===== config.mk =====
export PLATFORM = sky130hd
export DESIGN_NAME = audio_port_csr
export DESIGN_NICKNAME = d
export VERILOG_FILES = /design/src/rtl/acsr_pkg.sv /design/src/rtl/acsr_flag_bank.sv /design/src/rtl/acsr_run_ctl.sv /design/src/rtl/audio_port_csr.sv
export SDC_FILE = /design/constraint.sdc
export NUM_CORES = 1
export LEC_CHECK = 0
export BUFFER_PORTS_ARGS = -buffer_cell sky130_fd_sc_hd__clkbuf_2
export CORE_UTILIZATION = 34
export CTS_BUF_LIST = sky130_fd_sc_hd__clkbuf_16
export CTS_CLUSTER_DIAMETER = 40
export DETAILED_ROUTE_END_ITERATION = 7
export GPL_ROUTABILITY_DRIVEN = 0
export GPL_TIMING_DRIVEN = 0
export PLACE_DENSITY = 0.87
export SYNTH_ARGS = -nofsm -noshare
export SYNTH_HDL_FRONTEND = slang
export SYNTH_SLANG_ARGS = --single-unit

===== constraint.sdc =====
create_clock -name clk_i -period 1.21 [get_ports clk_i]
set_input_delay 0.0605 -clock clk_i [delete_from_list [all_inputs] [get_ports clk_i]]
set_output_delay 0.0605 -clock clk_i [all_outputs]
set_load 0.005 [all_outputs]

===== src/rtl/acsr_pkg.sv =====
package acsr_pkg;
    localparam int DATA_W       = 32;
    localparam int NUM_FLAGS    = 5;
    localparam int IE_LSB       = 8;
    localparam int FLAG_SHIFT   = 8;
    localparam int FLAG_LSB     = IE_LSB + FLAG_SHIFT;
    localparam int DMA_EN_BIT   = 0;
    localparam int FIFO_RST_BIT = 24;
    localparam int SOFT_RST_BIT = 25;
    localparam int RUN_BIT      = 31;

    // flag indices inside the flag field
    localparam int F_WMARK  = 0;
    localparam int F_WARN   = 1;
    localparam int F_FERR   = 2;
    localparam int F_SERR   = 3;
    localparam int F_WSTART = 4;

    localparam logic [NUM_FLAGS-1:0] STICKY_MASK =
        NUM_FLAGS'((1 << F_FERR) | (1 << F_SERR) | (1 << F_WSTART));

    localparam logic [DATA_W-1:0] WR_USED_MASK =
        (DATA_W'(1) << RUN_BIT) | (DATA_W'(1) << SOFT_RST_BIT) |
        (DATA_W'(1) << FIFO_RST_BIT) | (DATA_W'(1) << DMA_EN_BIT) |
        (DATA_W'((1 << NUM_FLAGS) - 1) << IE_LSB) |
        (DATA_W'((1 << NUM_FLAGS) - 1) << FLAG_LSB);

    typedef logic [NUM_FLAGS-1:0] flag_vec_t;
endpackage


===== src/rtl/acsr_flag_bank.sv =====
module acsr_flag_bank
    import acsr_pkg::*;
(
    input  logic      clk_i,
    input  logic      rst_ni,
    input  logic      soft_rst_i,
    input  flag_vec_t clear_i,
    input  flag_vec_t src_i,
    output flag_vec_t flags_o
);
    typedef struct packed {
        flag_vec_t sticky;
    } bank_t;

    bank_t bank_d, bank_q;

    // next state: event wins over a same-cycle clear, soft reset wins over all
    always_comb begin
        bank_d = bank_q;
        for (int i = 0; i < NUM_FLAGS; i++) begin
            bank_d.sticky[i] = STICKY_MASK[i] & ~soft_rst_i &
                               ((bank_q.sticky[i] & ~clear_i[i]) | src_i[i]);
        end
    end

    always_ff @(posedge clk_i or negedge rst_ni) begin
        if (!rst_ni) bank_q <= '0;
        else         bank_q <= bank_d;
    end

    // level flags are shown live, sticky flags from storage
    always_comb begin
        for (int i = 0; i < NUM_FLAGS; i++) begin
            flags_o[i] = STICKY_MASK[i] ? bank_q.sticky[i]
                                        : (src_i[i] & ~soft_rst_i);
        end
    end
endmodule


===== src/rtl/acsr_run_ctl.sv =====
module acsr_run_ctl (
    input  logic clk_i,
    input  logic rst_ni,
    input  logic soft_rst_i,
    input  logic wr_i,
    input  logic req_i,
    input  logic frame_end_i,
    output logic active_o
);
    typedef struct packed {
        logic req;
        logic act;
    } run_t;

    run_t run_d, run_q;

    always_comb begin
        run_d = run_q;
        if (soft_rst_i) begin
            run_d.req = 1'b0;
        end else if (wr_i) begin
            run_d.req = req_i;
        end
        // active persists after the request drops, until the frame closes
        run_d.act = ~soft_rst_i & (run_d.req | (run_q.act & ~frame_end_i));
    end

    always_ff @(posedge clk_i or negedge rst_ni) begin
        if (!rst_ni) run_q <= '0;
        else         run_q <= run_d;
    end

    assign active_o = run_q.act;
endmodule


===== src/rtl/audio_port_csr.sv =====
module audio_port_csr
    import acsr_pkg::*;
(
    input  logic              clk_i,
    input  logic              rst_ni,
    input  logic              wr_en_i,
    input  logic [DATA_W-1:0] wr_data_i,
    output logic [DATA_W-1:0] rd_data_o,
    input  logic              ev_word_start_i,
    input  logic              ev_sync_err_i,
    input  logic              ev_fifo_err_i,
    input  logic              lvl_fifo_warn_i,
    input  logic              lvl_wmark_i,
    input  logic              frame_end_i,
    output logic              run_o,
    output logic              fifo_rst_o,
    output logic              soft_rst_o,
    output logic              dma_req_o,
    output logic              irq_o
);
    typedef struct packed {
        flag_vec_t ie;
        logic      dma_en;
        logic      soft_rst;
        logic      fifo_rst;
        logic      irq;
    } csr_t;

    csr_t      csr_d, csr_q;
    flag_vec_t flag_src;
    flag_vec_t flag_clr;
    flag_vec_t flags;
    logic      active;
    logic      unused_wr_bits;

    always_comb begin
        flag_src           = '0;
        flag_src[F_WMARK]  = lvl_wmark_i;
        flag_src[F_WARN]   = lvl_fifo_warn_i;
        flag_src[F_FERR]   = ev_fifo_err_i;
        flag_src[F_SERR]   = ev_sync_err_i;
        flag_src[F_WSTART] = ev_word_start_i;
    end

    assign flag_clr = wr_en_i ? (wr_data_i[FLAG_LSB +: NUM_FLAGS] & STICKY_MASK) : '0;
    assign unused_wr_bits = ^(wr_data_i & ~WR_USED_MASK);

    acsr_flag_bank flag_bank_i (
        .clk_i      (clk_i),
        .rst_ni     (rst_ni),
        .soft_rst_i (csr_q.soft_rst),
        .clear_i    (flag_clr),
        .src_i      (flag_src),
        .flags_o    (flags)
    );

    acsr_run_ctl run_ctl_i (
        .clk_i       (clk_i),
        .rst_ni      (rst_ni),
        .soft_rst_i  (csr_q.soft_rst),
        .wr_i        (wr_en_i),
        .req_i       (wr_data_i[RUN_BIT]),
        .frame_end_i (frame_end_i),
        .active_o    (active)
    );

    always_comb begin
        csr_d          = csr_q;
        csr_d.fifo_rst = wr_en_i & wr_data_i[FIFO_RST_BIT];
        if (wr_en_i) begin
            csr_d.ie       = wr_data_i[IE_LSB +: NUM_FLAGS];
            csr_d.soft_rst = wr_data_i[SOFT_RST_BIT];
            csr_d.dma_en   = wr_data_i[DMA_EN_BIT];
        end
        if (csr_q.soft_rst) begin
            csr_d.dma_en = 1'b0;
        end
        csr_d.irq = |(flags & csr_q.ie);
    end

    always_ff @(posedge clk_i or negedge rst_ni) begin
        if (!rst_ni) csr_q <= '0;
        else         csr_q <= csr_d;
    end

    always_comb begin
        rd_data_o                          = '0;
        rd_data_o[RUN_BIT]                 = active;
        rd_data_o[SOFT_RST_BIT]            = csr_q.soft_rst;
        rd_data_o[FLAG_LSB +: NUM_FLAGS]   = flags;
        rd_data_o[IE_LSB +: NUM_FLAGS]     = csr_q.ie;
        rd_data_o[DMA_EN_BIT]              = csr_q.dma_en;
    end

    assign run_o      = active;
    assign fifo_rst_o = csr_q.fifo_rst;
    assign soft_rst_o = csr_q.soft_rst;
    assign dma_req_o  = csr_q.dma_en & lvl_wmark_i & ~csr_q.soft_rst;
    assign irq_o      = csr_q.irq;
endmodule


==> results of run 1 <==
[worst paths after layout]
check,to,from,slack (ns),depth (start not counted)
max,rd_data_o[17],soft_rst_o$_DFFE_PN0P_,0.09,3
min,fifo_rst_o$_DFF_PN0_,wr_data_i[24],0.04,2
max reg2reg,soft_rst_o$_DFFE_PN0P_,soft_rst_o$_DFFE_PN0P_,0.24,2
min reg2reg,rd_data_o[11]$_DFFE_PN0P_,rd_data_o[11]$_DFFE_PN0P_,0.54,1
max in group asynchronous,fifo_rst_o$_DFF_PN0_,rst_ni,0.70,2
min in group asynchronous,rd_data_o[11]$_DFFE_PN0P_,rst_ni,0.25,2
[cell usage after synthesis, drive strengths merged]
library cell and instances:
buf 22, dfrtp 14, mux2 6, a21boi 3
o21ba 3, and2 2, mux2i 2, nand3b 2
nor2 2, nor2b 2, a21oi 1, a222oi 1
clkbuf 1, conb 1, nand2b 1, nand3 1
[layout make-up]
cell class / instances / share of cell area, %
Sequential cell: 14 / 31.2
Multi-Input combinational cell: 45 / 25.5
Timing Repair Buffer: 39 / 17.8
Buffer: 23 / 15.5
Clock buffer: 3 / 6.68
Tap cell: 27 / 3.01
Clock inverter: 1 / 0.334
[metal layers]
metal | routed length (µm) | GRT usage, % | vias up
met5 | 0 | 0 | -
met4 | 21 | 7.84 | 0
met3 | 156 | 5.35 | 3
met2 | 849 | 27.8 | 37
met1 | 555 | 15.2 | 264
li1 | - | - | 297
[worst max-delay path: stages (launching register included)]
cell and delay (ns):
dfrtp_1 0.40, clkbuf_2 0.18, nor2b_1 0.12, clkbuf_2 0.12
[cell families after synthesis]
logic type / synth area share (%)
and+or+nand+nor: 8.09
muxes: 11.8
AOI/OAI and AO/OA: 9.11
buffers and inverters: 23.3
other: 0.505
DFF: 47.2
[flip-flops by register name, summed over array words and instances (netlist names)]
name / count
flag_bank_i.bank_q: 3
fifo_rst_o: 1
run_ctl_i.active_o: 1
run_ctl_i.run_q: 1
soft_rst_o: 1
irq_o: 1
rd_data_o: 6
[report_power, final]
group          total, mW  internal [mW]  leakage [nW]  switching (mW)
Combinational      0.272          0.166         0.427           0.106
Sequential         0.552          0.518         0.172          0.0341
Clock              0.616          0.436        0.0385           0.180
Total               1.44           1.12         0.637           0.320
[per-stage QoR]
stage / hold WS, ns / instance area, µm² / utilization (%) / std cells / setup WS [ns]
CTS: 0.0431 / 1120 / 56.1 / 152 / 0.0140
detailed placement: -0.0183 / 1030 / 51.6 / 147 / 0.152
finish: 0.0415 / 1120 / 56.1 / 152 / 0.0876
global route: 0.0514 / 1120 / 56.1 / 152 / 0.0272
floorplan: -0.235 / 810 / - / 82 / 0.265
global placement: -0.0278 / 1030 / 51.6 / 147 / 0.139
[timing repair]
action                                 4_1_cts  5_1_grt
buffers inserted                             0        0
gates resized for setup                      0        2
hold buffers                                 1        0
setup endpoints to repair                    0        1
endpoints found under the hold margin       14        0
==> qor.yml, run 1 <==
status:
  outcome: "completed"
detailed_routing:
  num_vias: 601
  drt-total-wl_um: 1580
  firstDrtPassIters: 4
  drt_first_iter_violations: 2
  detail-route-antenna-nets: 0
  drt-vias-per-instance: 3.95
  wl_per_cell_um: 10.4
  route.detailed.drc: 0
global_route:
  overflow: 0
  grt_max_degree: 15
  grt_pass1_wl_um: 2700
  grt_pass1_vias: 611
  grt_antenna_before_repair: 0
  grtUsageTotal_pct: 15.3
timing:
  fin_skew_ns: 0.00289
  tns_ns: 0
  fin_crit_ns: 1.12
  setup_violations: 0
  finalMaxSlewViolations: 0
  fmax_ghz: 0.891
  hold_viol: 0
  min_period_over_period_pct: 92.8
  rsz0062_at_grt: "false"
pwr:
  p_per_area_mw_per_mm2: 1280
  peakVddDrop_mv: 0.621
  power.total_mw: 1.44
  power.leakage_nw: 0.637
place:
  hpwl_um: 1290
  io_buffers: 38
clock_network:
  cts_buffer_depth: 2
  root_buffer: "clkbuf_16"
  cts_sinks: 14
  path_clk_slew_ns: 0.04
  h-tree-depth: 1
  cts_buffers: 3
  cts_tree: "yes"
  clock_latency_ns: 0.24
logic_synthesis:
  synth.area.top_cells: "dfrtp_1, buf_4, mux2_2"
  synth_top_area_share_pct: 47.2
  ys_warn_count: 0
  synth-seq-cells: 14
  synth_top_area_cell: "dfrtp_1"
  syn_area_per_cell_um2: 11.6
  yosysSeqAreaShare_pct: 47.2
  synth_cells: 64
  synthDistinctLibCells: 18
  synth_area_um2: 742
final_layout:
  mostFrequentLayoutCell: "clkbuf_2"
  seqCellArea_um2: 350
  multi_input_area_um2: 287
  fillers: 183
  diodes: 0
  layout-area-overhead-vs-synth_pct: 51.4
  finalNetCount: 167
  drive_gt1_share_pct: 59.2
  mostFrequentLayoutCells: "clkbuf_2, buf_4, conb_1"
worst_setup_path:
  cp-end-kind: "primary output"
  worst_setup_path_start_kind: "flip-flop"
  crit_type: "flip-flop to primary output"
  cp.required_ns: 1.15
  cp.arrival_ns: 1.06
  path_max_fanout: 10
die:
  num_rows: 16
  fp.dieArea_mm2: 0.00237
  io_pins: 78
  core-area_mm2: 0.00200
  initial_core_util_pct: 37.1
  die_height_um: 48.7
  die_w_um: 48.7
job:
  drv_cap: 0
min_path:
  hold_class: "primary input to flip-flop"
No activity file was read; power rests on OpenSTA's default activity.
==> inputs of run 2 (changes only) <==
--- a/config.mk
+++ b/config.mk
@@ -5,7 +5,7 @@
 export SDC_FILE = /design/constraint.sdc
 export NUM_CORES = 1
 export LEC_CHECK = 0
-export BUFFER_PORTS_ARGS = -buffer_cell sky130_fd_sc_hd__clkbuf_2
+export BUFFER_PORTS_ARGS = -buffer_cell sky130_fd_sc_hd__buf_4
 export CORE_UTILIZATION = 34
 export CTS_BUF_LIST = sky130_fd_sc_hd__clkbuf_16
 export CTS_CLUSTER_DIAMETER = 40
==> run 2 against run 1 <==
  * Non-clock buffer count unchanged
  * Die area unchanged
  * Routed wire length down 3.0%
  * Worst hold slack better by 0.011 ns
  * Combinational power up 18%
  * Total power up 2.4%
  * Fmax down 1.4%
  * Clock power down 3%
  * Largest cell class unchanged
  * Worst setup slack worse by 0.015 ns
  * Via count up 0.33%
  * Sequential share of layout area down 2.5 points
  * Count of clock-buffer cells in the layout unchanged
==> qor.yml, run 2 (synthesis gave the netlist of run 1 again) <==
die:
  die_w_um: 48.7  # unchanged
  num_rows: 16  # unchanged
  die_height_um: 48.7  # unchanged
  core-area_mm2: 0.00200  # unchanged
  initial_core_util_pct: 37.1  # unchanged
  fp.dieArea_mm2: 0.00237  # unchanged
  io_pins: 78  # unchanged
detailed_routing:
  num_vias: 603  # +0.33%
  wl_met1_um: 586  # +5.6%
  topRoutingLayerUsed: "met3"
  drt-total-wl_um: 1540  # -3.0%
  firstDrtPassIters: 4  # unchanged
  wl_per_cell_um: 10.2  # -2.3%
  route.detailed.drc: 0  # unchanged
  dr_wl_met3_um: 152  # -2.6%
  drt-vias-per-instance: 3.99  # +1.0%
  drt_first_iter_violations: 2  # unchanged
  met2RoutedLength_um: 797  # -6.1%
  detail-route-antenna-nets: 0  # unchanged
pwr:
  power.leakage_nw: 0.663  # +4.0%
  power.total_mw: 1.47  # +2.4%
  peakVddDrop_mv: 0.560  # -9.9%
  p_per_area_mw_per_mm2: 1210  # -5.7%
timing:
  fmax_ghz: 0.879  # -1.4%
  fin_skew_ns: 0.000944  # -0.00194 ns
  tns_ns: 0  # unchanged
  min_period_over_period_pct: 94.0  # +1.3 points
  hold_viol: 0  # unchanged
  finalMaxSlewViolations: 0  # unchanged
  rsz0062_at_grt: "false"
  hold_ws_ns: 0.0525  # +0.0110 ns
  setup_violations: 0  # unchanged
  fin_crit_ns: 1.14  # +0.0154 ns
global_route:
  grt_antenna_before_repair: 0  # unchanged
  grt_pass1_vias: 577  # -5.6%
  grt_max_degree: 15  # unchanged
  grt_pass1_wl_um: 2580  # -4.3%
  grtUsageTotal_pct: 14.0  # -1.3 points
  overflow: 0  # unchanged
final_layout:
  drive_gt1_share_pct: 60.5  # +1.3 points
  largest_register_ffs: 6  # unchanged
  mostFrequentLayoutCell: "buf_4"
  final_area_mm2: 0.00122  # +8.6%
  mostFrequentLayoutCells: "buf_4, conb_1, dfrtp_1"
  layout-area-overhead-vs-synth_pct: 64.4
  diodes: 0  # unchanged
  finalNetCount: 167  # unchanged
  layout.cells.non_filler: 151  # -0.66%
place:
  dp.cells: 147  # unchanged
  io_buffers: 38  # unchanged
  hpwl_um: 1250  # -3.1%
  placed_area_mm2: 0.00113  # +9.2%
clock_network:
  clock_latency_ns: 0.24  # about the same
  h-tree-depth: 1  # unchanged
  cts_buffer_depth: 2  # unchanged
  cts_sinks: 14  # unchanged
  root_buffer: "clkbuf_16"
  cts_setup_buffers: 0  # unchanged
  cts_buffers: 3  # unchanged
  cts_tree: "yes"
  path_clk_slew_ns: 0.04  # about the same
worst_setup_path:
  cp_slowest_stage_delay_ns: 0.41  # about the same
  path_max_fanout: 4  # -6
  cp.required_ns: 1.15  # about the same
  worst_setup_path_start_kind: "flip-flop"
  cp.arrival_ns: 1.08  # +0.02 ns
  slowest_stage: "dfrtp_1"
  crit_chain: "nor2b_1 > and2_1 > buf_4"
  cp-end-kind: "primary output"
  crit_type: "flip-flop to primary output"
status:
  outcome: "completed"
job:
  drv_cap: 0  # unchanged
min_path:
  hold_class: "primary input to flip-flop"
==> run 2: cell type report <==
type / instances / area, µm²
timing repair buffer: 39 / 295
tap: 27 / 33.8
fill: 171 / 782
sequential: 14 / 350
buffer: 23 / 176
clock buffer: 3 / 75.1
multi-input combinational: 45 / 289
==> run 2: path summary, 6_finish.rpt <==
| path | from | to | slack [ns] | cells past startpoint |
|---|---|---|---|---|
| setup / recovery | soft_rst_o$_DFFE_PN0P_ | dma_req_o | 0.07 | 3 |
| hold / removal | wr_data_i[24] | fifo_rst_o$_DFF_PN0_ | 0.05 | 2 |
| setup reg to reg | soft_rst_o$_DFFE_PN0P_ | soft_rst_o$_DFFE_PN0P_ | 0.22 | 2 |
| hold reg to reg | run_ctl_i.run_q[1]$_DFF_PN0_ | run_ctl_i.run_q[1]$_DFF_PN0_ | 0.52 | 2 |
| max in group asynchronous | rst_ni | run_ctl_i.run_q[1]$_DFF_PN0_ | 0.83 | 2 |
| min in group asynchronous | rst_ni | flag_bank_i.bank_q[2]$_DFF_PN0_ | 0.22 | 2 |
==> run 2: power breakdown <==
part / leakage, nW / internal [mW] / switching (mW)
Combinational: 0.454 / 0.216 / 0.106
Clock: 0.0370 / 0.431 / 0.169
Sequential: 0.172 / 0.518 / 0.0339
==> run 2: what timing repair did <==
item | CTS | global route
endpoints found under the setup margin | 1 | 1
hold buffers | 1 | 0
endpoints found under the hold margin | 14 | 0
gates resized for setup | 1 | 3
==> run 2: worst max-delay path: cells and delay by family (launching register included) <==
kind	cells	cell delay, ns
AND/OR/NAND/NOR	2	0.33
buffers and inverters	1	0.10
flip-flops	1	0.41
==> run 2: per-layer routing <==
metal / up-vias / GRT usage (%)
met5: - / 0
met2: 36 / 24.5
li1: 295 / -
met1: 272 / 16.2
met4: 0 / 4.41
met3: 0 / 4.40
==> run 2: stage by stage <==
stage / utilization, % / setup WS (ns)
2_1_floorplan: - / 0.265
4_1_cts: 60.7 / 0.0491
3_3_place_gp: 56.4 / 0.0959
5_1_grt: 60.9 / 0.00602
6_report: 60.9 / 0.0721
3_5_place_dp: 56.4 / 0.108
==> inputs of run 3 (changes only) <==
--- a/config.mk
+++ b/config.mk
@@ -13,6 +13,7 @@
 export GPL_ROUTABILITY_DRIVEN = 0
 export GPL_TIMING_DRIVEN = 0
 export PLACE_DENSITY = 0.87
+export RECOVER_POWER = 100
 export SYNTH_ARGS = -nofsm -noshare
 export SYNTH_HDL_FRONTEND = slang
 export SYNTH_SLANG_ARGS = --single-unit
==> run 3 against run 2 <==
  * Via count down 0.50%
  * Total power down 0.71%
  * Die area unchanged
  * Non-clock buffer count unchanged
  * Cell area down 1.2%
==> qor.yml, run 3 (synthesis gave the netlist of run 1 again) <==
final_layout:
  final_area_mm2: 0.00120  # -1.2%
  diodes: 0  # unchanged
  finalNetCount: 167  # unchanged
  mostFrequentLayoutCell: "buf_4"
  layout.cells.non_filler: 151  # unchanged
  mostFrequentLayoutCells: "buf_4, conb_1, clkbuf_4"
  fin_util_pct: 60.2  # -0.75 points
  fillers: 172  # +0.58%
  drive_gt1_share_pct: 58.1  # -2.4 points
  largest_register_ffs: 6  # unchanged
  layout-area-overhead-vs-synth_pct: 62.4
status:
  outcome: "completed"
pwr:
  p_per_area_mw_per_mm2: 1210  # +0.53%
  peakVddDrop_mv: 0.559  # -0.21%
  power.leakage_nw: 0.645  # -2.7%
timing:
  rsz0062_at_grt: "false"
  fin_skew_ns: 0.00160  # +0.000655 ns
  hold_viol: 0  # unchanged
  tns_ns: 0  # unchanged
  finalMaxSlewViolations: 0  # unchanged
  min_period_over_period_pct: 94.2  # +0.21 points
  fin_crit_ns: 1.14  # +0.00248 ns
  worst_slack_ns: 0.0696  # -0.00248 ns
  worst_pin_slew_ns: 0.741
  relSlewSlack_pct: 50.6
  fmax_ghz: 0.877  # -0.22%
  setup_violations: 0  # unchanged
global_route:
  grt_pass1_vias: 577  # unchanged
  overflow: 0  # unchanged
  grtUsageTotal_pct: 14.0  # unchanged
  grt_antenna_before_repair: 0  # unchanged
  grt_max_degree: 15  # unchanged
  grt_pass1_wl_um: 2580  # unchanged
clock_network:
  root_buffer: "clkbuf_16"
  h-tree-depth: 1  # unchanged
  cts_buffers: 3  # unchanged
  cts_buffer_depth: 2  # unchanged
  cts_tree: "yes"
  clock_latency_ns: 0.24  # about the same
  path_clk_slew_ns: 0.04  # about the same
  cts_sinks: 14  # unchanged
place:
  dp_slack_ns: 0.108  # unchanged
  hpwl_um: 1250  # unchanged
  io_buffers: 38  # unchanged
  dp.cells: 147  # unchanged
  placed_area_mm2: 0.00113  # unchanged
min_path:
  hp-start: "wr_data_i[24]"
  hold_class: "primary input to flip-flop"
detailed_routing:
  firstDrtPassIters: 4  # unchanged
  wl_per_cell_um: 10.2  # +0.39%
  detail-route-antenna-nets: 0  # unchanged
  drt-vias-per-instance: 3.97  # -0.50%
  drt-total-wl_um: 1540  # +0.39%
  route.detailed.drc: 0  # unchanged
  drt_first_iter_violations: 2  # unchanged
  num_vias: 600  # -0.50%
die:
  core-area_mm2: 0.00200  # unchanged
  io_pins: 78  # unchanged
  fp.dieArea_mm2: 0.00237  # unchanged
  num_rows: 16  # unchanged
  die_w_um: 48.7  # unchanged
  die_height_um: 48.7  # unchanged
  initial_core_util_pct: 37.1  # unchanged
worst_setup_path:
  worst_setup_path_start_kind: "flip-flop"
  cp_slowest_stage_delay_ns: 0.41  # about the same
  cp-end-kind: "primary output"
  crit_family: "flip-flops"
  reg2reg_from: "soft_rst_o$_DFFE_PN0P_"
  path_buf_inv: 1  # unchanged
  slowest_stage: "dfrtp_1"
  path_max_fanout: 4  # unchanged
  startpoint: "soft_rst_o$_DFFE_PN0P_"
  cp.required_ns: 1.15  # about the same
  crit_chain: "nor2b_1 > and2_0 > buf_4"
  cp.arrival_ns: 1.08  # about the same
  crit_type: "flip-flop to primary output"
job:
  drv_cap: 0  # unchanged
==> run 3: cell types whose count changed in the layout (fill, tap and decap cells not counted) <==
cell      previous run  this run
and2_0               0         1
clkbuf_4             1        17
buf_4               59        41
and2_1               1         0
buf_6                1         0
clkbuf_1             0         3
==> run 3: power by group <==
| part | switching, mW | leakage, nW | internal, mW |
|---|---|---|---|
| Combinational | 0.105 | 0.436 | 0.206 |
| Sequential | 0.0333 | 0.172 | 0.518 |
| Clock | 0.171 | 0.0370 | 0.431 |
| Total | 0.309 | 0.645 | 1.15 |
==> run 3: final cells by class <==
| cell class | count | area, µm² | area share [%] |
|---|---|---|---|
| Sequential cell | 14 | 350 | 29.1 |
| Tap cell | 27 | 33.8 | 2.80 |
| Clock buffer | 3 | 75.1 | 6.23 |
| Buffer | 23 | 169 | 14.0 |
| Timing Repair Buffer | 39 | 288 | 23.9 |
| Multi-Input combinational cell | 45 | 289 | 24.0 |
==> run 3: what timing repair did <==
action,CTS,global route
hold buffers,1,0
setup buffers,0,0
resized for setup,1,3
hold endpoints to repair,14,0
setup endpoints to repair,1,1
==> run 3: layer usage <==
layer | track usage [%] | up-vias | wire, µm
met4 | 4.41 | 0 | 0
met5 | 0 | - | 0
met3 | 4.40 | 0 | 149
li1 | - | 294 | -
met2 | 24.5 | 34 | 796
met1 | 16.2 | 272 | 596
==> run 3: stage by stage <==
stage                     hold slack (ns)  total power [mW]
after floorplan                    -0.235             0.708
after global placement            -0.0836             0.870
after detailed placement          -0.0800             0.876
after CTS                          0.0494              1.48
after global routing               0.0534              1.54
final                              0.0527              1.46
==> run 3: path summary, 6_finish.rpt <==
kind,endpoint,slack [ns],cells after the start
setup reg to reg,soft_rst_o$_DFFE_PN0P_,0.22,2
min in group asynchronous,flag_bank_i.bank_q[2]$_DFF_PN0_,0.41,2
hold reg to reg,run_ctl_i.run_q[1]$_DFF_PN0_,0.52,2
setup / recovery,dma_req_o,0.07,3
max in group asynchronous,run_ctl_i.run_q[1]$_DFF_PN0_,0.33,2
hold / removal,fifo_rst_o$_DFF_PN0_,0.05,2
